--- src/rtl/chirp_mon_pkg.sv ---
package chirp_mon_pkg;

    // Decoded line-state codes presented each cycle.
    typedef enum logic [1:0] {
        LS_SE0   = 2'b00,
        LS_J     = 2'b01,
        LS_K     = 2'b10,
        LS_OTHER = 2'b11
    } line_t;

    // Monitor control states.
    typedef enum logic [1:0] {
        ST_IDLE  = 2'b00,
        ST_ARMED = 2'b01,
        ST_CHIRP = 2'b10,
        ST_GAP   = 2'b11
    } mon_state_t;

endpackage

--- src/rtl/chirp_sat_counter.sv ---
// Saturating up-counter with a load-to-one input, used for chirp and gap lengths.
module chirp_sat_counter #(
    parameter int unsigned W = 8
) (
    input  logic         clk,
    input  logic         rst_n,
    input  logic         load,
    input  logic         inc,
    output logic [W-1:0] value
);
    localparam logic [W-1:0] TOP = '1;
    localparam logic [W-1:0] ONE = W'(1);

    always_ff @(posedge clk) begin
        if (!rst_n) begin
            value <= '0;
        end else if (load) begin
            value <= ONE;
        end else if (inc && (value != TOP)) begin
            value <= value + ONE;
        end
    end
endmodule

--- src/rtl/chirp_window_check.sv ---
// Compares a measured chirp length against the inclusive duration window.
module chirp_window_check #(
    parameter int unsigned LEN_W  = 8,
    parameter int unsigned LO_CYC = 40,
    parameter int unsigned HI_CYC = 60
) (
    input  logic [LEN_W-1:0] len,
    output logic             too_short,
    output logic             too_long
);
    localparam logic [LEN_W-1:0] LO = LEN_W'(LO_CYC);
    localparam logic [LEN_W-1:0] HI = LEN_W'(HI_CYC);

    assign too_short = (len < LO);
    assign too_long  = (len > HI);
endmodule

--- src/rtl/chirp_seq_counter.sv ---
// Saturating count of closed chirps in a sequence, with the minimum-length flag.
module chirp_seq_counter #(
    parameter int unsigned IDX_W      = 16,
    parameter int unsigned MIN_CHIRPS = 6
) (
    input  logic             clk,
    input  logic             rst_n,
    input  logic             clear,
    input  logic             bump,
    output logic [IDX_W-1:0] count,
    output logic             min_met
);
    localparam logic [IDX_W-1:0] TOP = '1;
    localparam logic [IDX_W-1:0] ONE = IDX_W'(1);
    localparam bit REACHABLE =
        (longint'(MIN_CHIRPS) <= ((longint'(1) << IDX_W) - 1));

    always_ff @(posedge clk) begin
        if (!rst_n) begin
            count <= '0;
        end else if (clear) begin
            count <= '0;
        end else if (bump && (count != TOP)) begin
            count <= count + ONE;
        end
    end

    generate
        if (REACHABLE) begin : g_flag
            localparam logic [IDX_W-1:0] THRESH = IDX_W'(MIN_CHIRPS);
            assign min_met = (count >= THRESH);
        end else begin : g_never
            assign min_met = 1'b0;
        end
    endgenerate
endmodule

--- src/rtl/chirp_monitor.sv ---
module chirp_monitor
    import chirp_mon_pkg::*;
#(
    parameter int unsigned CLK_HZ     = 60_000_000,
    parameter int unsigned MIN_US     = 40,
    parameter int unsigned MAX_US     = 60,
    parameter int unsigned MIN_CHIRPS = 6,
    parameter int unsigned IDX_W      = 16,
    parameter int unsigned GAP_MAX    = 4,
    localparam int unsigned CYC_PER_MS = CLK_HZ / 1000,
    localparam int unsigned MIN_CYC    = CYC_PER_MS * MIN_US / 1000,
    localparam int unsigned MAX_CYC    = CYC_PER_MS * MAX_US / 1000,
    localparam int unsigned LEN_W      = $clog2(MAX_CYC + 1) + 1
) (
    input  logic             clk,
    input  logic             rst_n,
    input  logic [1:0]       line_state,
    output logic [IDX_W-1:0] chirp_count,
    output logic             min_met,
    output logic             time_err_valid,
    output logic [IDX_W-1:0] time_err_idx,
    output logic [LEN_W-1:0] time_err_len,
    output logic             time_err_long,
    output logic             alt_err_valid,
    output logic [IDX_W-1:0] alt_err_idx,
    output logic             seq_done
);
    localparam int unsigned GAP_W = $clog2(GAP_MAX + 1);
    localparam logic [GAP_W-1:0] GAP_LIMIT = GAP_W'(GAP_MAX);

    line_t      ls;
    mon_state_t state, nxt_state;
    logic       cur_k, nxt_cur_k;

    // Events decoded from the current state and line sample.
    logic ev_start_seq, ev_start_chirp, ev_close, ev_alt, ev_end;
    logic len_inc, gap_load, gap_inc;

    logic [LEN_W-1:0] len_q;
    logic [GAP_W-1:0] gap_q;
    logic             too_short, too_long;

    assign ls = line_t'(line_state);

    chirp_sat_counter #(.W(LEN_W)) u_len (
        .clk   (clk),
        .rst_n (rst_n),
        .load  (ev_start_chirp),
        .inc   (len_inc),
        .value (len_q)
    );

    chirp_sat_counter #(.W(GAP_W)) u_gap (
        .clk   (clk),
        .rst_n (rst_n),
        .load  (gap_load),
        .inc   (gap_inc),
        .value (gap_q)
    );

    chirp_window_check #(
        .LEN_W  (LEN_W),
        .LO_CYC (MIN_CYC),
        .HI_CYC (MAX_CYC)
    ) u_win (
        .len       (len_q),
        .too_short (too_short),
        .too_long  (too_long)
    );

    chirp_seq_counter #(
        .IDX_W      (IDX_W),
        .MIN_CHIRPS (MIN_CHIRPS)
    ) u_seq (
        .clk     (clk),
        .rst_n   (rst_n),
        .clear   (ev_start_seq),
        .bump    (ev_close),
        .count   (chirp_count),
        .min_met (min_met)
    );

    // Next-state and event decode.
    always_comb begin
        nxt_state      = state;
        nxt_cur_k      = cur_k;
        ev_start_seq   = 1'b0;
        ev_start_chirp = 1'b0;
        ev_close       = 1'b0;
        ev_alt         = 1'b0;
        ev_end         = 1'b0;
        len_inc        = 1'b0;
        gap_load       = 1'b0;
        gap_inc        = 1'b0;
        unique case (state)
            ST_IDLE: begin
                if (ls == LS_SE0) begin
                    nxt_state = ST_ARMED;           // arm
                end
            end
            ST_ARMED: begin
                unique case (ls)
                    LS_K: begin                     // start
                        ev_start_seq   = 1'b1;
                        ev_start_chirp = 1'b1;
                        nxt_cur_k      = 1'b1;
                        nxt_state      = ST_CHIRP;
                    end
                    LS_SE0: begin
                        nxt_state = ST_ARMED;
                    end
                    LS_J, LS_OTHER: begin           // disarm
                        nxt_state = ST_IDLE;
                    end
                endcase
            end
            ST_CHIRP: begin
                unique case (ls)
                    LS_K, LS_J: begin
                        if ((ls == LS_K) == cur_k) begin
                            len_inc = 1'b1;         // extend
                        end else begin              // flip
                            ev_close       = 1'b1;
                            ev_start_chirp = 1'b1;
                            nxt_cur_k      = ~cur_k;
                        end
                    end
                    LS_OTHER: begin                 // break
                        ev_close  = 1'b1;
                        gap_load  = 1'b1;
                        nxt_state = ST_GAP;
                    end
                    LS_SE0: begin                   // finish
                        ev_close  = 1'b1;
                        ev_end    = 1'b1;
                        nxt_state = ST_ARMED;
                    end
                endcase
            end
            ST_GAP: begin
                unique case (ls)
                    LS_K, LS_J: begin               // resume
                        ev_start_chirp = 1'b1;
                        nxt_cur_k      = (ls == LS_K);
                        ev_alt         = ((ls == LS_K) == cur_k);
                        nxt_state      = ST_CHIRP;
                    end
                    LS_OTHER: begin
                        if (gap_q >= GAP_LIMIT) begin   // abandon
                            ev_end    = 1'b1;
                            nxt_state = ST_IDLE;
                        end else begin
                            gap_inc = 1'b1;
                        end
                    end
                    LS_SE0: begin                   // finish
                        ev_end    = 1'b1;
                        nxt_state = ST_ARMED;
                    end
                endcase
            end
        endcase
    end

    // State register.
    always_ff @(posedge clk) begin
        if (!rst_n) begin
            state <= ST_IDLE;
            cur_k <= 1'b0;
        end else begin
            state <= nxt_state;
            cur_k <= nxt_cur_k;
        end
    end

    // Registered outputs.
    always_ff @(posedge clk) begin
        if (!rst_n) begin
            time_err_valid <= 1'b0;
            time_err_idx   <= '0;
            time_err_len   <= '0;
            time_err_long  <= 1'b0;
            alt_err_valid  <= 1'b0;
            alt_err_idx    <= '0;
            seq_done       <= 1'b0;
        end else begin
            time_err_valid <= ev_close && (too_short || too_long);
            if (ev_close && (too_short || too_long)) begin
                time_err_idx  <= chirp_count;
                time_err_len  <= len_q;
                time_err_long <= too_long;
            end
            alt_err_valid <= ev_alt;
            if (ev_alt) begin
                alt_err_idx <= chirp_count;
            end
            seq_done <= ev_end;
        end
    end
endmodule

--- config.mk ---
export PLATFORM = sky130hd
export DESIGN_NAME = chirp_monitor
export DESIGN_NICKNAME = d
export VERILOG_FILES = /design/src/rtl/chirp_mon_pkg.sv /design/src/rtl/chirp_sat_counter.sv /design/src/rtl/chirp_window_check.sv /design/src/rtl/chirp_seq_counter.sv /design/src/rtl/chirp_monitor.sv
export SDC_FILE = /design/constraint.sdc
export NUM_CORES = 1
export LEC_CHECK = 0
export ABC_AREA = 1
export BUFFER_PORTS_ARGS = -buffer_cell sky130_fd_sc_hd__buf_2
export CAP_MARGIN = 20
export CORE_AREA = 2 2 100 102
export DETAILED_ROUTE_END_ITERATION = 10
export DIE_AREA = 0 0 102 104
export SYNTH_ARGS = -nofsm -noshare
export SYNTH_HDL_FRONTEND = slang
export SYNTH_SLANG_ARGS = --single-unit
--- constraint.sdc ---
create_clock -name clk -period 2 [get_ports clk]
set_input_delay 0.1 -clock clk [delete_from_list [all_inputs] [get_ports clk]]
set_output_delay 0.1 -clock clk [all_outputs]
set_load 0.005 [all_outputs]
Yosys cells after proc, flatten, opt, wreduce, memory -nomap -nowiden --
Cells that the tools add are included.
Word-level totals: flip-flop bits (word level) 84, bits of input ports 4, output and inout bits 66
Operators by class: $add $sub $neg 3, magnitude comparators 4, equality and inequality tests 17, mux-type cells 37, bitwise gates (word level) 2, reductions and logical operators 18
Operators with widths (number):
- 1-bit two-way mux | 26
- 16-bit by 1-bit adder with 16-bit output, second input constant | 1
- 16-bit by 3-bit >= comparator with 1-bit output, second input constant | 1
- 16-bit inequality test, second input constant | 1
- 13-bit by 1-bit adder with 13-bit output, second input constant | 1
- 13-bit by 12-bit greater-than comparator with 1-bit output, second input constant | 1
- 13-bit by 12-bit < comparator with 1-bit output, second input constant | 1
- 13-bit inequality test, second input constant | 1
- 2-bit case mux with 3 select lines | 2
- 2-bit OR reduction | 6
- 3-bit inequality test, second input constant | 3
- 2-bit equality test, second input constant | 4
- 2-bit inequality test, second input constant | 4
- 2-bit case mux with 4 select lines | 1
- 1-bit case mux with 2 select lines | 3
- 1-bit case mux with 3 select lines | 2
- 5-bit AND reduction | 1
- 2-bit by 1-bit equality test with 1-bit output, second input constant | 2
- 1-bit logical AND | 4
- 2-bit logical NOT | 2
- 2-bit two-way mux | 2
- 2-bit case mux with 2 select lines | 1
- 2-bit nonzero test | 2
- 3-bit by 1-bit adder with 3-bit output, second input constant | 1
- other kinds (7) | 8

Longest topological paths before layout --
Gate-level depths: netlist of the first run.
depth after elaboration 8, depth in mapped cells 12

By module --
From an unflattened synthesis of the first run, not the netlist that was laid out.
Second synthesis, totals: cells, all modules 661, area total of the unflattened synthesis 4281.6 sq um
Modules (own cells, without submodules):
- chirp_monitor | instances 1, cells an instance 323, area an instance 2202.1 sq um, sequential area each 1041.0 sq um
- chirp_seq_counter | instances 1, cells an instance 169, area an instance 1047.3 sq um, sequential area each 320.3 sq um
- chirp_sat_counter at u_len | instances 1, cells an instance 114, area an instance 732.0 sq um, sequential area each 260.2 sq um
- chirp_sat_counter at u_gap | instances 1, cells an instance 22, area an instance 165.2 sq um, sequential area each 60.1 sq um
- chirp_window_check | instances 1, cells an instance 33, area an instance 135.1 sq um, sequential area each 0.0 sq um

Least setup slack after synthesis of the first run --
OpenSTA, ideal clock, no wires.
path kind register -> register, start reg u_seq.count[1], end reg u_seq.count[10], arrival 1.425 ns, setup slack 0.433 ns, stages on the path, launching flop included 8, path buffers 1, clock period less this slack 1.567 ns, cells stage by stage dfxtp_1 > ha_1 > nand3_1 > nor3_4 > a21oi_4 > buf_2 > nand2_1 > a21oi_2
On the way: cells in the longest elaborated chain, start to end 2, elaborated cells on any way between the ends 3, those cells by class 1 x add/sub; 1 x eq/ne; 1 x reduce/logical
Ends and longest elaborated chain:
- start, declared | RTL line chirp_seq_counter.sv:10 | output logic [IDX_W-1:0] count,
- start signal, assigned | RTL line chirp_seq_counter.sv:24 | count <= count + ONE;
- branches (longest 2 deep; another with 16-bit by 1-bit adder with 16-bit output)
Several ways; the timed one is not identified. A chain may end at the register's enable or synchronous reset.

Final worst setup path of the first run --
start reg u_seq.count[0], end out min_met
On the way: cells in the longest elaborated chain, start to end 1
Ends and longest elaborated chain:
- 16-bit by 3-bit >= comparator with 1-bit output | RTL line chirp_seq_counter.sv:31 | assign min_met = (count >= THRESH);
- end, declared | RTL line chirp_monitor.sv:19 | output logic min_met,
No other way between the ends.

==> results of run 1 <==
placed cells by master, fill, tap and decap left out, types with 12 or more instances in the layout:
cell,Yosys,final
a21oi_1,43,43
buf_2,8,69
dfxtp_1,84,84
inv_1,46,45
nand2_1,136,136
nand3_1,53,53
nor2_1,90,90
nor3_1,12,12
o21ai_0,18,18
xor2_1,16,16
power groups by stage:
stage | logic [mW] | registers (mW) | clock network [mW]
after floorplan | 0.137 | 1.76 | 0
after global placement | 0.188 | 1.76 | 0
after detailed placement | 0.191 | 1.76 | 0
after CTS | 0.192 | 1.72 | 1.43
after global routing | 0.218 | 1.72 | 1.49
final | 0.190 | 1.72 | 1.39
cell families (layout without fill, tap and decap cells):
kind of cell / count (synthesis) / after routing / share of synthesized area
AND/OR/NAND/NOR: 325 / 325 / 0.343
buffers and inverters: 79 / 145 / 0.0896
flip-flops: 84 / 84 / 0.401
XOR/XNOR: 16 / 16 / 0.0334
adder cells (fa/ha/maj): 9 / 9 / 0.0269
AO/OA/AOI/OAI: 76 / 76 / 0.106
layout make-up:
class | count | area share
well taps | 133 | 0.0346
flip-flops and latches | 84 | 0.350
clock buffers | 9 | 0.0258
repair buffers | 75 | 0.0812
multi-input cells | 426 | 0.445
inverters | 54 | 0.0422
clock inverters | 7 | 0.0216
worst min path at each step:
stage	start	to	cells after the start
6_report	rst_n	time_err_len[0]	3
5_1_grt	rst_n	time_err_len[0]	3
4_1_cts	rst_n	time_err_len[0]	3
3_5_place_dp	rst_n	time_err_len[0]	3
3_3_place_gp	rst_n	time_err_len[0]	3
2_1_floorplan	rst_n	u_len.value[1]	2
cells in the mapped netlist, drive strengths merged:
cell type	count	area (um^2)
nand2	147	599
nor2	97	387
dfxtp	84	1680
a21oi	54	319
inv	54	203
nand3	54	275
buf	21	158
o21ai	19	98.9
nor3	16	106
xor2	16	140
nand4	10	62.6
ha	9	113
clkbuf	4	15.0
a2111oi	1	8.76
a211oi	1	7.51
nand3b	1	7.51
o2111ai	1	8.76
worst reg2reg max path: cells and delay by family (launching register included):
kind | cells | cell delay, ns
fa+ha+maj | 1 | 0.28
simple gates | 5 | 0.75
buf+inv | 1 | 0.12
compound gates | 1 | 0.06
flops | 1 | 0.47
stage by stage:
stage | utilization | worst slack [ns] | total power, mW
3_5_place_dp | 0.479 | 0.162 | 1.95
3_3_place_gp | 0.479 | 0.265 | 1.94
4_1_cts | 0.503 | 0.00985 | 3.33
5_1_grt | 0.504 | 0.0108 | 3.43
2_1_floorplan | - | 0.433 | 1.89
6_report | 0.504 | 0.122 | 3.29
layer usage:
layer / wire [um] / share of wire
met3: 430 / 0.041
met4: 176 / 0.017
met5: 0 / 0
met2: 4780 / 0.46
met1: 5020 / 0.48
sequential cells by signal (all words and copies together), names as in the netlist:
signal / count
u_gap.value: 3
alt_err_idx: 16
time_err_idx: 16
time_err_long: 1
u_seq.count: 16
u_len.value: 13
cur_k: 1
seq_done: 1
state: 2
alt_err_valid: 1
time_err_len: 13
time_err_valid: 1
what timing repair did:
action                     in CTS  in global routing
setup endpoints to repair       1                  4
gates cloned                    0                  0
hold buffers                    0                  0
gates resized for setup         1                  2
==> flow_summary.toml, run 1 <==
[synthesis]
synth_seq_cells = 84
yosysWarnings = 0
synthCells = 589
netlist_area_um2 = 4190
avgSynthCellArea_um2 = 7.11
ys_seq_area_frac = 0.401
synth_nets = 602
synth.distinct_cells = 32

[setup_path]
required_ns = 1.90
r2r_start = "u_len.value[0]"
cp.arrival_ns = 1.78
startpoint = "u_seq.count[0]"
cp_top_family = "flip-flops"
path_buf_inv = 2
crit_slowest_cell = "dfxtp_1"
crit_fanout = 6
path_depth = 5
crit_type = "reg -> out"
r2r_cells = 8
r2r_end = "u_len.value[9]"
worst_path_largest_cell_delay_ns = 0.41
end_kind = "primary output"
path_cells = "inv_2, ha_1, a2111oi_1, nand3_1, buf_2"
cp-endpoint = "min_met"
r2r_slack_ns = 0.20
start_kind = "flip-flop"

[clock_network]
numCtsBuffers = 9
cts.sinks = 84
cts_tree = "built"
cts_setup_buffers = 0
clock_latency_ns = 0.38
clkTransAtPathRegs_ns = 0.09
htreeDepth = 3
cts-root-buf = "clkbuf_8"
cts_buffer_depth = 2

[pwr]
p_int_mw = 2.49
swShare = 0.245
seqPwrFrac = 0.521
power.switching_mw = 0.808
power.density_nw_per_um2 = 685
p_leak_nw = 2.09
combPwrFrac = 0.058
ir_drop_v = 0.000333
clockPowerShare = 0.421

[cells_and_area]
fillers = 1008
fin_nets = 663
stdcell_area_um2 = 4810
num_antenna_cells = 0
layout-drive-gt1-share = 0.206
stdcell_count = 788
regArea_um2 = 1680
multiInputGateArea_um2 = 2140
area_growth_syn_to_layout_pct = 14.8

[route]
drc = 0
drt_iter0_markers = 157
routed_wl_mm = 10.4
ant_nets = 0
drt_first_pass_iters = 5
vias = 3871
vias_per_cell = 4.91
wire_per_inst_um = 13.2

[sta]
drv_slew = 0
fin_crit_sh = 0.939
period_minus_slack_ns = 1.88
finalHoldViolCount = 0
finalSetupTns_ns = 0
rsz0062_at_grt = "no"
max_freq_mhz = 532
setup_violations = 0
holdWs_ns = 0.0594
worst_slew_pin_slew_ns = 0.457
slew-limit-headroom = 0.695
finClkSkew_ns = 0.0156

[placement]
gp_congestion = 0.878
dp_hpwl_mm = 7.68
io_buffers = 69
placed_area_um2 = 4570
dp.cells = 772

[floorplanning]
die_h_um = 104
ios = 70
num_rows = 36
initial_core_util = 0.439
die_x_um = 102
core_area_um2 = 9550
die-area_um2 = 10600

[run]
maxCapViolations = 0

[global_routing]
met1_usage = 0.286
grt-ovfl-total = 0
met2_usage = 0.318
grt_usage = 0.206
gr-max-usage-layer = "met2"
grt_pass1_vias = 3540
met3_usage = 0.0356
antenna_found_initial = 0
grt_pass1_wl_mm = 17.3
grt_max_degree = 42

[worst_hold_path]
hold_path.class = "in -> reg"

[run_status]
status = "complete, no violations"
No activity file was read; power rests on OpenSTA's default activity.
==> run 2, diff against run 1 <==
- ABC_AREA: 1 -> not set
- CORE_AREA: 2 2 100 102 -> 2 2 96 98
- DIE_AREA: 0 0 102 104 -> 0 0 98 100
- PLACE_DENSITY: not set -> 0.65
==> flow_summary.toml, run 2 <==
[run_status]
status = "complete, no violations"

[floorplanning]
core_area_um2 = 8890
die-area_um2 = 9800
initial_core_util = 0.433
num_rows = 35
ios = 70
die_h_um = 100
die_x_um = 98

[clock_network]
clkTransAtPathRegs_ns = 0.09
cts.sinks = 84
cts_tree = "built"
numCtsBuffers = 9
clock_latency_ns = 0.37
cts-root-buf = "clkbuf_8"
postCtsHoldBufs = 0
htreeDepth = 3
cts_buffer_depth = 2

[route]
drc = 0
vias = 3333
drt_iter0_markers = 174
routed_wl_mm = 9.11
ant_nets = 0
vias_per_cell = 5.13
wire_per_inst_um = 14.0
drt_first_pass_iters = 4

[pwr]
power.density_nw_per_um2 = 649
p_leak_nw = 2.12
ir_drop_v = 0.000347

[sta]
setup_violations = 0
slew-limit-headroom = 0.599
rsz0062_at_grt = "no"
worst_slew_pin_slew_ns = 0.601
period_minus_slack_ns = 1.87
finalHoldViolCount = 0
finClkSkew_ns = 0.0157
layout_setup_ws_ns = 0.126
max_freq_mhz = 534
drv_slew = 0
fin_crit_sh = 0.937
finalSetupTns_ns = 0
holdWs_ns = 0.133

[cells_and_area]
fin_util = 0.527
final_common_cell = "nand2_1"
mostFrequentLayoutCells = "nand2_1, dfxtp_1, buf_2"
num_antenna_cells = 0
reg_top3 = "alt_err_idx (16), time_err_idx (16), u_seq.count (16)"
fin_nets = 547
fillers = 836
layout-drive-gt1-share = 0.252
area_growth_syn_to_layout_pct = 21.6

[synthesis]
netlist_area_um2 = 3850
synth_common_cells = "nand2_1, dfxtp_1, mux2i_1"
synth_ff_type = "dfxtp_1"
synth_area_leaders = "dfxtp_1, nand2_1, mux2i_1"
avgSynthCellArea_um2 = 8.62
synthCells = 447
synthArstFlopShare = 0
synth_edf_count = 0
yosysTopAreaCellShare = 0.437
synth_seq_cells = 84
synth.distinct_cells = 52
synth_nets = 460
yosysMostFrequentCell = "nand2_1"
synth_top_area_cell = "dfxtp_1"
ys_seq_area_frac = 0.437
yosysWarnings = 0

[global_routing]
grt-ovfl-total = 0
antenna_found_initial = 0
grt_usage = 0.195
grt_pass1_wl_mm = 15.2
grt_max_degree = 54
grt_pass1_vias = 3081

[setup_path]
crit_type = "reg -> out"
crit_fanout = 8
cp.arrival_ns = 1.77
end_kind = "primary output"
start_kind = "flip-flop"
required_ns = 1.90

[placement]
gp_congestion = 0.886
pre_cts_ws_ns = 0.0865
io_buffers = 69
dp_hpwl_mm = 6.57

[run]
maxCapViolations = 0

[worst_hold_path]
hold_path.class = "in -> reg"
run 2: cell count changes in the layout (fill, tap and decap cells not counted), sizes merged, moves of 23 or more:
cell   before  now
inv        57   15
mux2i       0   32
a21oi      54   31
nor2       97   29
buf        75  103
nand2     147  103
nand3      54   14
run 2: layout make-up:
cell class                 count  area (um^2)  share of cell area
multi-input combinational    322         1980               0.423
sequential                    84         1680               0.360
timing repair buffer         103          626               0.134
clock buffer                  11          141              0.0302
tap                          111          139              0.0296
clock inverter                 5         58.8              0.0126
inverter                      14         52.6              0.0112
run 2: cell families after synthesis:
logic type / count (synthesis) / share of synthesized area
compound gates: 64 / 0.113
xor+xnor: 20 / 0.0455
fa+ha+maj: 9 / 0.0292
buf+inv: 41 / 0.0507
flops: 84 / 0.437
mux: 32 / 0.0832
simple gates: 197 / 0.242
run 2: final timing paths:
kind	start	to	slack, ns	depth (start not counted)
max	u_seq.count[3]	min_met	0.13	5
min	rst_n	time_err_idx[13]	0.13	3
max reg2reg	u_seq.count[3]	u_seq.count[3]	0.19	6
min reg2reg	alt_err_idx[12]	alt_err_idx[12]	0.45	2
run 2: through the flow:
step / std cells / power (mW) / instance area [um^2]
finish: 650 / 3.04 / 4680
global route: 650 / 3.17 / 4680
CTS: 650 / 3.07 / 4680
detailed placement: 633 / 1.83 / 4470
global placement: 633 / 1.83 / 4470
floorplan: 447 / 1.80 / 3850
run 2: layer usage:
layer | global-route usage | part of all wire
met4 | 0.0908 | 0.020
met2 | 0.280 | 0.43
met5 | 0 | 0
met3 | 0.0439 | 0.054
met1 | 0.277 | 0.50
run 2: critical path: stages, from the launching register on:
cell     delay [ns]
dfxtp_2        0.33
buf_4          0.16
or4_4          0.51
nor3_2         0.13
nand4_1        0.13
buf_2          0.15
run 2: report_power, final:
| part | switching (mW) | internal [mW] |
|---|---|---|
| registers | 0.00617 | 1.67 |
| logic | 0.0786 | 0.0366 |
| clock network | 0.630 | 0.614 |
| total | 0.715 | 2.33 |
run 2: repair_timing:
action | in CTS | in global routing
buffers inserted | 1 | 0
endpoints found under the setup margin | 1 | 0
gates resized for setup | 4 | 0
